[src/rtl/evt_irq_pkg.sv]
// Shared constants and the register-group encoding for the event aggregator.
package evt_irq_pkg;

    // Number of request levels, one mask set per level.
    localparam int NUM_LEVELS = 3;

    // Width of the register-group field at the top of the word offset.
    localparam int GRP_W = 2;

    // Register group held in the upper offset bits.
    typedef enum logic [GRP_W-1:0] {
        GRP_PEND   = 2'd0,
        GRP_MASK_A = 2'd1,
        GRP_MASK_B = 2'd2,
        GRP_MASK_C = 2'd3
    } reg_grp_e;

endpackage

[src/rtl/evt_code_decode.sv]
// Turns an event pulse and its code into one set vector per bank.
// Assumes: the code is {bank, bit}; a bank index of NUM_BANKS or more is
// reserved and produces no set.
module evt_code_decode #(
    parameter int WORD_W     = 32,
    parameter int NUM_BANKS  = 3,
    parameter int BANK_SEL_W = 2,
    parameter int BIT_W      = $clog2(WORD_W),
    parameter int CODE_W     = BANK_SEL_W + BIT_W
) (
    input  logic                                 clk,
    input  logic                                 rst_n,
    input  logic                                 evt_valid,
    input  logic [CODE_W-1:0]                    evt_code,
    output logic [NUM_BANKS-1:0][WORD_W-1:0]     set_vec
);

    logic [BANK_SEL_W-1:0] bank_idx;
    logic [BIT_W-1:0]      bit_idx;
    logic [WORD_W-1:0]     bit_onehot;

    // Split the code into its bank and bit fields.
    always_comb begin
        bank_idx   = evt_code[CODE_W-1:BIT_W];
        bit_idx    = evt_code[BIT_W-1:0];
        bit_onehot = WORD_W'(1) << bit_idx;
    end

    for (genvar b = 0; b < NUM_BANKS; b++) begin : g_bank
        // Route the one-hot bit to the bank the code names.
        always_comb begin
            set_vec[b] = (evt_valid && (int'(bank_idx) == b)) ? bit_onehot : '0;
        end
    end

    // reserved bank codes never produce a set.
    a_r3_reserved_code_ignored: assert property (@(posedge clk) disable iff (!rst_n)
        (evt_valid && (int'(evt_code[CODE_W-1:BIT_W]) >= NUM_BANKS)) |-> (set_vec == '0));

    // a valid event sets exactly one bit across all banks.
    a_r2_single_bit: assert property (@(posedge clk) disable iff (!rst_n)
        (evt_valid && (int'(evt_code[CODE_W-1:BIT_W]) < NUM_BANKS)) |-> ($countones(set_vec) == 1));

endmodule

[src/rtl/pend_bank.sv]
// One pending word: bits are set by events and cleared by write-one-to-clear.
// Assumes: set and clear vectors are valid for a single cycle; a set on the
// same bit as a clear keeps the bit set.
module pend_bank #(
    parameter int WORD_W = 32
) (
    input  logic              clk,
    input  logic              rst_n,
    input  logic [WORD_W-1:0] set_vec,
    input  logic [WORD_W-1:0] clr_vec,
    output logic [WORD_W-1:0] pend
);

    // Apply clears first, then sets, so an event beats a same-cycle clear.
    always_ff @(posedge clk) begin
        if (!rst_n) begin
            pend <= '0;
        end else begin
            pend <= (pend & ~clr_vec) | set_vec;
        end
    end

    // a cleared bit with no competing event reads zero next cycle.
    a_r4_clear_takes: assert property (@(posedge clk) disable iff (!rst_n)
        (clr_vec != '0) |=> ((pend & $past(clr_vec & ~set_vec)) == '0));

    // every bit hit by an event is set next cycle, clear or not.
    a_r8_event_wins: assert property (@(posedge clk) disable iff (!rst_n)
        (set_vec != '0) |=> ((pend & $past(set_vec)) == $past(set_vec)));

    // a pending bit only rises where an event pointed.
    a_r2_no_spurious_set: assert property (@(posedge clk) disable iff (!rst_n)
        1'b1 |=> ((pend & ~$past(pend) & ~$past(set_vec)) == '0));

endmodule

[src/rtl/mask_file.sv]
// Storage for every mask word of every level, one write enable per word.
// Assumes: at most one write enable is active per cycle.
module mask_file #(
    parameter int WORD_W     = 32,
    parameter int NUM_BANKS  = 3,
    parameter int NUM_LEVELS = 3
) (
    input  logic                                                 clk,
    input  logic                                                 rst_n,
    input  logic [NUM_LEVELS-1:0][NUM_BANKS-1:0]                 wr_en,
    input  logic [WORD_W-1:0]                                    wr_data,
    output logic [NUM_LEVELS-1:0][NUM_BANKS-1:0][WORD_W-1:0]     mask
);

    for (genvar l = 0; l < NUM_LEVELS; l++) begin : g_lvl
        for (genvar b = 0; b < NUM_BANKS; b++) begin : g_bank
            // Hold one mask word; load it on its own enable.
            always_ff @(posedge clk) begin
                if (!rst_n) begin
                    mask[l][b] <= '0;
                end else if (wr_en[l][b]) begin
                    mask[l][b] <= wr_data;
                end
            end
        end
    end

    // an unwritten mask word keeps its value.
    a_r9_mask_holds: assert property (@(posedge clk) disable iff (!rst_n)
        (wr_en == '0) |=> $stable(mask));

endmodule

[src/rtl/level_combine.sv]
// Reduces pending words against one mask set to a single request level.
// Assumes: pending and mask arrays are aligned bank for bank.
module level_combine #(
    parameter int WORD_W    = 32,
    parameter int NUM_BANKS = 3
) (
    input  logic [NUM_BANKS-1:0][WORD_W-1:0] pend,
    input  logic [NUM_BANKS-1:0][WORD_W-1:0] mask,
    output logic                             req
);

    // OR the masked pending bits over all banks.
    always_comb begin
        req = 1'b0;
        for (int b = 0; b < NUM_BANKS; b++) begin
            req = req | (|(pend[b] & mask[b]));
        end
    end

endmodule

[src/rtl/evt_irq_agg.sv]
// Top: event decode, pending words, mask sets and per-level request lines,
// plus the register port that reads them and clears or loads them.
// Assumes: synchronous active-low reset; reads are combinational and free of
// side effects; offsets whose bank field is NUM_BANKS or more are unused.
module evt_irq_agg
    import evt_irq_pkg::*;
#(
    parameter int WORD_W     = 32,
    parameter int NUM_BANKS  = 3,
    parameter int BANK_SEL_W = 2,
    parameter int CODE_W     = BANK_SEL_W + $clog2(WORD_W),
    parameter int ADDR_W     = GRP_W + BANK_SEL_W
) (
    input  logic              clk,
    input  logic              rst_n,
    input  logic              evt_valid,
    input  logic [CODE_W-1:0] evt_code,
    input  logic              reg_we,
    input  logic [ADDR_W-1:0] reg_addr,
    input  logic [WORD_W-1:0] reg_wdata,
    output logic [WORD_W-1:0] reg_rdata,
    output logic              irq_hi,
    output logic              irq_mid,
    output logic              irq_lo
);

    logic [NUM_BANKS-1:0][WORD_W-1:0]                 set_vec;
    logic [NUM_BANKS-1:0][WORD_W-1:0]                 clr_vec;
    logic [NUM_BANKS-1:0][WORD_W-1:0]                 pend;
    logic [NUM_LEVELS-1:0][NUM_BANKS-1:0]             mask_we;
    logic [NUM_LEVELS-1:0][NUM_BANKS-1:0][WORD_W-1:0] mask;
    logic [NUM_LEVELS-1:0]                            req;
    reg_grp_e                                         grp;
    logic [BANK_SEL_W-1:0]                            bsel;
    logic                                             bank_ok;

    // Split the offset into its group and bank fields.
    always_comb begin
        grp     = reg_grp_e'(reg_addr[ADDR_W-1 -: GRP_W]);
        bsel    = reg_addr[BANK_SEL_W-1:0];
        bank_ok = int'(bsel) < NUM_BANKS;
    end

    evt_code_decode #(
        .WORD_W     (WORD_W),
        .NUM_BANKS  (NUM_BANKS),
        .BANK_SEL_W (BANK_SEL_W)
    ) u_decode (
        .clk       (clk),
        .rst_n     (rst_n),
        .evt_valid (evt_valid),
        .evt_code  (evt_code),
        .set_vec   (set_vec)
    );

    for (genvar b = 0; b < NUM_BANKS; b++) begin : g_pend
        // Route a write to pending word b as its clear vector.
        always_comb begin
            clr_vec[b] = (reg_we && grp == GRP_PEND && int'(bsel) == b) ? reg_wdata : '0;
        end

        pend_bank #(.WORD_W(WORD_W)) u_bank (
            .clk     (clk),
            .rst_n   (rst_n),
            .set_vec (set_vec[b]),
            .clr_vec (clr_vec[b]),
            .pend    (pend[b])
        );
    end

    for (genvar l = 0; l < NUM_LEVELS; l++) begin : g_mwe
        for (genvar b = 0; b < NUM_BANKS; b++) begin : g_bank
            // Enable the mask word named by group l+1 and bank b.
            always_comb begin
                mask_we[l][b] = reg_we && (int'(grp) == l + 1) && (int'(bsel) == b);
            end
        end
    end

    mask_file #(
        .WORD_W     (WORD_W),
        .NUM_BANKS  (NUM_BANKS),
        .NUM_LEVELS (NUM_LEVELS)
    ) u_masks (
        .clk     (clk),
        .rst_n   (rst_n),
        .wr_en   (mask_we),
        .wr_data (reg_wdata),
        .mask    (mask)
    );

    for (genvar l = 0; l < NUM_LEVELS; l++) begin : g_lvl
        level_combine #(
            .WORD_W    (WORD_W),
            .NUM_BANKS (NUM_BANKS)
        ) u_comb (
            .pend (pend),
            .mask (mask[l]),
            .req  (req[l])
        );
    end

    // Map level 0 (set A) to the highest request, level 2 (set C) to the lowest.
    always_comb begin
        irq_hi  = req[0];
        irq_mid = req[1];
        irq_lo  = req[2];
    end

    // Select the read word; unused bank slots return zero.
    always_comb begin
        reg_rdata = '0;
        if (bank_ok) begin
            if (grp == GRP_PEND) begin
                reg_rdata = pend[bsel];
            end
            for (int l = 0; l < NUM_LEVELS; l++) begin
                if (int'(grp) == l + 1) begin
                    reg_rdata = mask[l][bsel];
                end
            end
        end
    end

    // a clock edge under reset leaves all state cleared.
    a_r1_reset_clears: assert property (@(posedge clk)
        !rst_n |=> (pend == '0 && mask == '0 && !irq_hi && !irq_mid && !irq_lo));

    // a write to an unused slot changes no pending word or mask word.
    a_r10_unused_write: assert property (@(posedge clk) disable iff (!rst_n)
        (reg_we && !bank_ok && !evt_valid) |=> ($stable(pend) && $stable(mask)));

endmodule

[config.mk]
export PLATFORM = sky130hd
export DESIGN_NAME = evt_irq_agg
export DESIGN_NICKNAME = d
export VERILOG_FILES = /design/src/rtl/evt_irq_pkg.sv /design/src/rtl/evt_code_decode.sv /design/src/rtl/pend_bank.sv /design/src/rtl/mask_file.sv /design/src/rtl/level_combine.sv /design/src/rtl/evt_irq_agg.sv
export SDC_FILE = /design/constraint.sdc
export NUM_CORES = 1
export LEC_CHECK = 0
export ABC_CLOCK_PERIOD_IN_PS = 1800
export BUFFER_PORTS_ARGS = -buffer_cell sky130_fd_sc_hd__buf_2
export CORE_UTILIZATION = 45
export CTS_BUF_LIST = sky130_fd_sc_hd__clkbuf_16
export CTS_CLUSTER_SIZE = 40
export DETAILED_ROUTE_END_ITERATION = 6
export MAX_ROUTING_LAYER = met4
export SLEW_MARGIN = 20
export SYNTH_ARGS = -nofsm -noshare
export SYNTH_HDL_FRONTEND = slang
export SYNTH_SLANG_ARGS = --single-unit
[constraint.sdc]
create_clock -name clk -period 1.8 [get_ports clk]
set_input_delay 0.27 -clock clk [delete_from_list [all_inputs] [get_ports clk]]
set_output_delay 0.27 -clock clk [all_outputs]
set_load 0.02 [all_outputs]
* Word-level counts from Yosys, hierarchy flattened
Index checks and enable logic that the tools add are counted.
W data, S select, Z words.
** Operators by class
- Muxes and demuxes :: 19
- Magnitude comparators :: 2
- Bitwise operators :: 24
- Shift operators :: 1
- Reductions and logical operators :: 31
- Equality and inequality tests :: 7
** Operators with widths (count)
- $mux W32 :: 15
- $and A32 B32 Y32 :: 12
- $reduce_or A32 Y1 :: 9
- $bmux W32 S2 :: 4
- $not A32 Y32 :: 3
- $or A32 B32 Y32 :: 3
- $shl A1 B5 Y32 const A :: 1
- $logic_and A1 B1 Y1 :: 19
- $eq A2 B2 Y1 const B :: 6
- $logic_not A2 Y1 :: 3
- $or A1 B1 Y1 :: 6
- $lt A2 B3 Y1 const B :: 1
- $eq A2 B1 Y1 const B :: 1
- $lt A2 B2 Y1 const B :: 1
** Storage, ports and cells
- Input bits :: 47
- Register bits after elaboration :: 384
- Logic and storage cells :: 96
- Output and inout bits :: 35

* Longest topological paths before layout
Gate-level depths: netlist of the first run.
- Depth after elaboration :: 7
- Depth in mapped cells :: 8
- Gate-level depth less buffers :: 5

* By module
From an unflattened synthesis of the first run, not the netlist that was laid out.
** Unflattened totals
- Cell total of the unflattened synthesis :: 2228
- Area, all modules :: 21667.0 µm²
** Modules (own cells, without submodules)
- mask_file :: area each 11474.8 µm², instances 1, cells each 964
- evt_irq_agg :: area each 4395.5 µm², instances 1, cells each 612
- pend_bank :: area each 1114.8 µm², instances 3, cells each 99
- level_combine :: area each 483.0 µm², instances 3, cells each 63
- evt_code_decode :: area each 1003.5 µm², instances 1, cells each 166

* Least setup slack after synthesis of the first run
Ideal clock, no wire load.
- Path kind :: input port to output port
- Start point :: in reg_addr[1]
- End point :: out reg_rdata[11]
- Path buffers :: 3
- Cell stages on the path :: 8
- Slack :: -196 ps
- Data arrival time :: 1726 ps
- Cells stage by stage :: buf_4 nor2b_1 buf_2 buf_2 a21oi_1 o21ai_0 o21ai_0 a211oi_1
** Between the ends
- Word-level cells in the longest chain between the ends :: 7
- Elaborated cells between the ends (all ways) :: 14
- Those cells by class :: order compare (1); mux (13)
** Ends and longest elaborated chain
- from (decl) :: line evt_irq_agg.sv:19 : input logic [ADDR_W-1:0] reg_addr,
- $bmux W32 S2 :: line evt_irq_agg.sv:115 : reg_rdata = pend[bsel];
- $mux W32 (not written as such) :: line evt_irq_agg.sv:115
- $mux W32 :: line evt_irq_agg.sv:114 : if (grp == GRP_PEND) begin
- $mux W32 (3 in a row) :: line evt_irq_agg.sv:118 : if (int'(grp) == l + 1) begin
- $mux W32 * :: line evt_irq_agg.sv:113 : if (bank_ok) begin
- to (decl) :: line evt_irq_agg.sv:21 : output logic [WORD_W-1:0] reg_rdata,
Mark *: on every way between the ends. The rest lies on a longest branch, timed or not. The select of a mux whose other input is x is not followed.

* Worst setup path after layout of the first run
- Start point :: reg g_pend[1].u_bank.pend[25]
- End point :: out irq_hi
** Between the ends
- Word-level cells in the longest chain between the ends :: 4
** Ends and longest elaborated chain
- from (decl) :: line pend_bank.sv:11 : output logic [WORD_W-1:0] pend
- from (signal assigned) :: line pend_bank.sv:19 : pend <= (pend & ~clr_vec) | set_vec;
- $and A32 B32 Y32 :: line level_combine.sv:16 : req = req | (|(pend[b] & mask[b]));
- $reduce_or A32 Y1 :: line level_combine.sv:16
- $or A1 B1 Y1 (2 in a row) :: line level_combine.sv:16
- to (decl) :: line evt_irq_agg.sv:22 : output logic irq_hi,
Every way passes these cells.

==> metrics.txt, run 1 <==
Rows=76; prevailing post-synth register cell=dfxtp_1; critical path peak fanout=2; largest net degree at the start of global routing=70; max_slew headroom=67.8%; Async S/R FF share, synth=0%; I/O pins=between 80 and 90; syn avg cell area=7.77 µm²; Longest Clk Path Bufs=3; Clk Latency, worst-skew pair=0.59 ns; fin crit share=143%; Die Wd=211 µm; via count=between 20000 and 25000; Hold Path Class=primary input to flop; placed insts=between 3000 and 4000; Max Freq=around 390 MHz; first-pass GRT wire length=between 150000 and 200000 µm; most frequent cells in the layout=721 x nand2_1, 394 x buf_4, 318 x a21boi_0, 227 x dfxtp_1, 127 x nor2_1; Total GRT Usage=between 50% and 60%; sequential area share after synthesis=39.2%; FF-to-FF Start=g_pend[1].u_bank.pend[16]; # fillers=3750; power per standard cell area=roughly 730 nW/µm²; pre-CTS WS=-0.427 ns; CTS root buf=clkbuf_16; setup TNS=-12.95 ns; Setup Crit Path Kind=flop to output pin; R2R Setup Slk=0.74 ns; routed length on met2=45900 µm; post-DP HPWL=approximately 83000 µm; Final Max Tran Viols=0; DRC viols=0; worst IR drop on VDD=0.000845 V; Synth Instances=between 2000 and 3000; Comb pwr share=between 10 and 15%; Final ANT Viol Nets=0; vias in the first global route=between 20000 and 25000; final non-filler cell total=around 3600; die area=44400 µm²; CTS H-tree depth=2; Reg2Reg Depth=4; clk_skew=0 ns; commonest non-fill, non-tap cell in the layout=nand2_1; post-synthesis cell type count=46; sequential share of power=43.2%; top sig layer=met4; Leakage Power=10.3 nW; RSZ-0062 raised after global routing=yes; synthesized area=19600 µm²; synth warn=0; layout cell share with drive strength beyond 1=33.1%; arrival time worst endpoint=2.30 ns; WL per Instance=32.9 µm; violated checks=negative setup slack; Critical Path RT=1.53 ns; DR iter-0 viols=3732; Post-synth EDFFs=0; Layout area overhead=40.6%; metal3 WL=18200 µm; Via-to-Cell Ratio=between 6 and 7; hold path start=reg_wdata[17]; CTS tree=built; setup violators final=35; maxcap violations=0; hold bufs inserted after CTS=0; switching share of power=between 20% and 30%; Total Power=20.0 mW; Mapped Nets=2568; CP Capture Type=output pin; CTS clk-pin slew, worst paths=roughly 0.060 ns; Port Buffers=81; Die Y-Extent=211 µm; router iterations before antenna repair=6; Switching Power=5.72 mW; total grt overflow=0; reg-to-reg critical path endpoint=g_pend[1].u_bank.pend[16]; slew at the pin closest to its max-slew limit=0.482 ns; hold path endpoint=u_masks.mask[209]; wl on met1=43100 µm; Placer Congestion=around 1.1; initial antenna violation count=9; number of CTS-inserted buffers=45; post-synthesis register bit count=roughly 380; Hold Path Depth=3; slack of the critical path=-0.774 ns; outcome=finished, violations left; final hold violations=0; Final nets=2988; CP Launch Type=flop; Initial Util=45.6%; core footprint=43000 µm²; Clk pwr share=44.3%; WL final=118000 µm; CTS sink cnt=384; internal power=14.3 mW; fin crit period=2.57 ns
area by class of cell:
class	instances	area, µm²	area share, %
multi-input combinational	1917	11900	43.2
sequential	384	8000	29.0
timing repair buffer	589	5510	20.0
clock buffer	47	1180	4.27
tap	585	732	2.66
clock inverter	37	186	0.677
antenna	13	32.5	0.118
inverter	4	15.0	0.0545
kinds of logic after synthesis:
kind of cell	share of synthesized area, %
and+or+nand+nor	20.2
AOI/OAI and AO/OA	29.9
DFF	39.2
buffers and inverters	4.81
muxes	5.86
power groups by stage:
stage	clock (mW)	combinational (mW)	sequential [mW]
floorplan	0	1.05	8.83
global placement	0	2.21	8.88
detailed placement	0	2.22	8.88
CTS	8.77	2.33	8.66
global route	9.16	2.51	8.64
finish	8.88	2.49	8.65
layer usage:
metal	GRT usage, %	vias to the layer above
met5	-	-
met4	40.9	0
met3	18.6	569
met2	72.1	2076
met1	66.2	11000
li1	-	9648
per-stage QoR:
| stage | instance area [µm²] | hold WS [ns] | utilization [%] |
|---|---|---|---|
| after floorplan | 19700 | 0.445 | - |
| after global placement | 24700 | 0.457 | 57.5 |
| after detailed placement | 24700 | 0.472 | 57.5 |
| after CTS | 27100 | 0.0194 | 63.1 |
| after global routing | 27500 | 0.0472 | 64.1 |
| final | 27500 | 0.0285 | 64.1 |
critical path, stage by stage (launching register included):
cell and delay [ns]:
dfxtp_1 0.31, a22o_1 0.28, a221oi_2 0.24, buf_4 0.19
nand4_1 0.09, nor3_2 0.22, nand3_2 0.20, buf_6 0.18
how the worst max path moves through the flow:
| stage | startpoint | endpoint | slack, ns | cells past startpoint |
|---|---|---|---|---|
| detailed placement | reg_addr[2] | reg_rdata[18] | -0.43 | 8 |
| global route | g_pend[2].u_bank.pend[22] | irq_lo | -0.77 | 7 |
| floorplan | reg_addr[1] | reg_rdata[26] | -0.007 | 8 |
| CTS | g_pend[0].u_bank.pend[9] | irq_lo | -0.72 | 7 |
| finish | g_pend[1].u_bank.pend[25] | irq_hi | -0.77 | 7 |
| global placement | reg_addr[2] | reg_rdata[18] | -0.44 | 8 |
flip-flops by register name, summed over array words and instances (netlist names):
name and count:
g_pend.u_bank.pend 96, u_masks.mask 288
repair_timing:
action / CTS / global route
endpoints found under the setup margin: 35 / 35
pin swaps: 89 / 70
resized for setup: 402 / 117
buffers inserted: 1 / 7
Yosys cell counts, types with 12 or more instances:
| cell | number | area share (%) |
|---|---|---|
| o21ai_1 | 12 | 0.31 |
| buf_2 | 51 | 1.3 |
| nand3_1 | 16 | 0.41 |
| a21oi_1 | 83 | 2.1 |
| a21boi_0 | 318 | 12 |
| mux2i_1 | 91 | 4.6 |
| dfxtp_1 | 384 | 39 |
| nand2_1 | 721 | 14 |
| a22o_1 | 22 | 0.98 |
| nor3_1 | 15 | 0.38 |
| clkbuf_1 | 150 | 2.9 |
| nor2_1 | 143 | 2.7 |
| o22ai_1 | 14 | 0.45 |
| nor2b_1 | 33 | 1.1 |
| o21a_1 | 64 | 2.5 |
| a211oi_1 | 16 | 0.61 |
| a21boi_1 | 34 | 1.3 |
| a22oi_1 | 109 | 4.2 |
| a221oi_1 | 29 | 1.3 |
| nand4_1 | 26 | 0.83 |
| o21ai_0 | 98 | 2.5 |
(Power assumes the default switching activity.)
==> run 2: changes to the inputs <==
--- a/config.mk
+++ b/config.mk
@@ -12,6 +12,7 @@
 export CTS_CLUSTER_SIZE = 40
 export DETAILED_ROUTE_END_ITERATION = 6
 export MAX_ROUTING_LAYER = met4
+export SETUP_SLACK_MARGIN = 0.02
 export SLEW_MARGIN = 20
 export SYNTH_ARGS = -nofsm -noshare
 export SYNTH_HDL_FRONTEND = slang
==> metrics.txt, run 2 (synthesized netlist as in run 1, its figures left out) <==
WL per Instance=32.7 µm; Hold WS=slightly below 0.05 ns; Placer Congestion=1.12; Port Buffers=between 80 and 90; Clk pwr share=~45%; switching share of power=27.6%; CTS H-tree depth=2; FF-to-FF Start=g_pend[0].u_bank.pend[28]; final hold violations=0; fin crit period=2.61 ns; DRC viols=4; core footprint=roughly 43000 µm²; Reg with most FFs=u_masks.mask; pre-CTS WS=-0.635 ns; Largest register FFs=288; internal power=~15 mW; Longest Clk Path Bufs=3; total grt overflow=0; Critical Path RT=1.53 ns; Final ANT Viol Nets=0; worst IR drop on VDD=0.000715 V; Reg2Reg Depth=4; Max Freq=between 300 and 400 MHz; final non-filler cell total=around 3600; Rows=76; final core utilization=64.1%; sequential share of power=42.7%; critical path peak fanout=5; most frequent cells in the layout=719 x nand2_1, 388 x buf_4, 318 x a21boi_0, 207 x dfxtp_1, 137 x dfxtp_2; Top Registers=u_masks.mask x288, g_pend.u_bank.pend x96; Hold Path Class=primary input to flop; fin crit share=145%; router iterations before antenna repair=7; setup violators final=35; Total GRT Usage=53.4%; CP Launch Type=flop; metal3 WL=17300 µm; Comb pwr share=roughly an eighth; Die Y-Extent=211 µm; commonest non-fill, non-tap cell in the layout=nand2_1; CTS clk-pin slew, worst paths=0.06 ns; power per standard cell area=735 nW/µm²; hold bufs inserted after CTS=0; max_slew headroom=around two thirds; reg-to-reg critical path endpoint=g_pend[0].u_bank.pend[28]; Layout area overhead=40.7%; arrival time worst endpoint=2.34 ns; Worst Setup EP=irq_lo; top sig layer=met4; die area=44400 µm²; largest net degree at the start of global routing=86; Final nets=2985; maxcap violations=0; Critical Path Source=g_pend[2].u_bank.pend[27]; layout cell share with drive strength beyond 1=33.4%; CTS sink cnt=between 300 and 400; CTS tree=built; CTS root buf=clkbuf_16; first-pass GRT wire length=roughly 160000 µm; Die Wd=roughly 210 µm; Setup Crit Path Kind=flop to output pin; Leakage Power=between 10 and 15 nW; I/O pins=82; via count=~23000; DR iter-0 viols=around 3900; slack of the critical path=-0.809 ns; routed length on met2=approximately 47000 µm; CP Capture Type=output pin; placed insts=3463; post-DP HPWL=83000 µm; RSZ-0062 raised after global routing=yes; WL final=116000 µm; Final Max Tran Viols=0; Clk Latency, worst-skew pair=0.59 ns; clk_skew=0 ns; wl on met1=42300 µm; R2R Setup Slk=about 0.67 ns; Switching Power=5.59 mW; Via-to-Cell Ratio=approximately 6.5; initial antenna violation count=8; outcome=finished, violations left; vias in the first global route=roughly 22000; Initial Util=45.6%; Total Power=roughly 20 mW; violated checks=design-rule violations, negative setup slack; number of CTS-inserted buffers=45; slew at the pin closest to its max-slew limit=between 0.4 and 0.5 ns
## run 2: per-layer routing
metal | GRT usage, % | up-vias
li1 | - | 9634
met1 | 67.4 | 11000
met2 | 72.8 | 2083
met3 | 15.6 | 557
met4 | 37.1 | 0
met5 | - | -
## run 2: per-stage QoR
step	TNS (ns)	area [µm²]
final	-13.18	27600
after global routing	-13.36	27600
after CTS	-12.82	27000
after detailed placement	-18.48	24600
after global placement	-13.00	24600
after floorplan	-0.00767	19700
## run 2: area by class of cell
class / count / area [µm²]
diodes: 7 / 17.5
repair buffers: 586 / 5520
clock buffers: 45 / 1130
fillers: 3786 / 15400
well taps: 585 / 732
multi-input cells: 1917 / 11900
inverters: 4 / 15.0
flip-flops and latches: 384 / 8010
clock inverters: 33 / 260
## run 2: critical path, cell delays in order, from the launching register on
cell,delay (ns)
dfxtp_1,0.42
a22oi_1,0.35
nand4_1,0.39
nor3_4,0.32
nand3_4,0.12
buf_6,0.15
## run 2: power groups by stage
stage                     Sequential (mW)  Combinational, mW  Clock, mW
after floorplan                      8.83               1.05          0
after global placement               8.88               2.21          0
after detailed placement             8.88               2.22          0
final                                8.66               2.50       9.10
after global routing                 8.66               2.51       9.40
after CTS                            8.66               2.33       9.04
## run 2: timing repair
| item | in CTS | in global routing |
|---|---|---|
| setup buffers | 6 | 10 |
| pin swaps | 70 | 75 |
| endpoints found under the setup margin | 35 | 35 |
| endpoints found under the hold margin | 0 | 0 |
| resized for setup | 376 | 158 |
## run 2: worst min-delay path by stage
stage | from | cells past startpoint | end | slack (ns)
after floorplan | u_masks.mask[230] | 2 | u_masks.mask[230] | 0.44
final | reg_wdata[13] | 3 | u_masks.mask[205] | 0.05
after global routing | rst_n | 2 | g_pend[0].u_bank.pend[12] | 0.07
after CTS | reg_wdata[17] | 3 | u_masks.mask[209] | 0.04
after detailed placement | u_masks.mask[214] | 2 | u_masks.mask[214] | 0.47
after global placement | u_masks.mask[254] | 2 | u_masks.mask[254] | 0.47
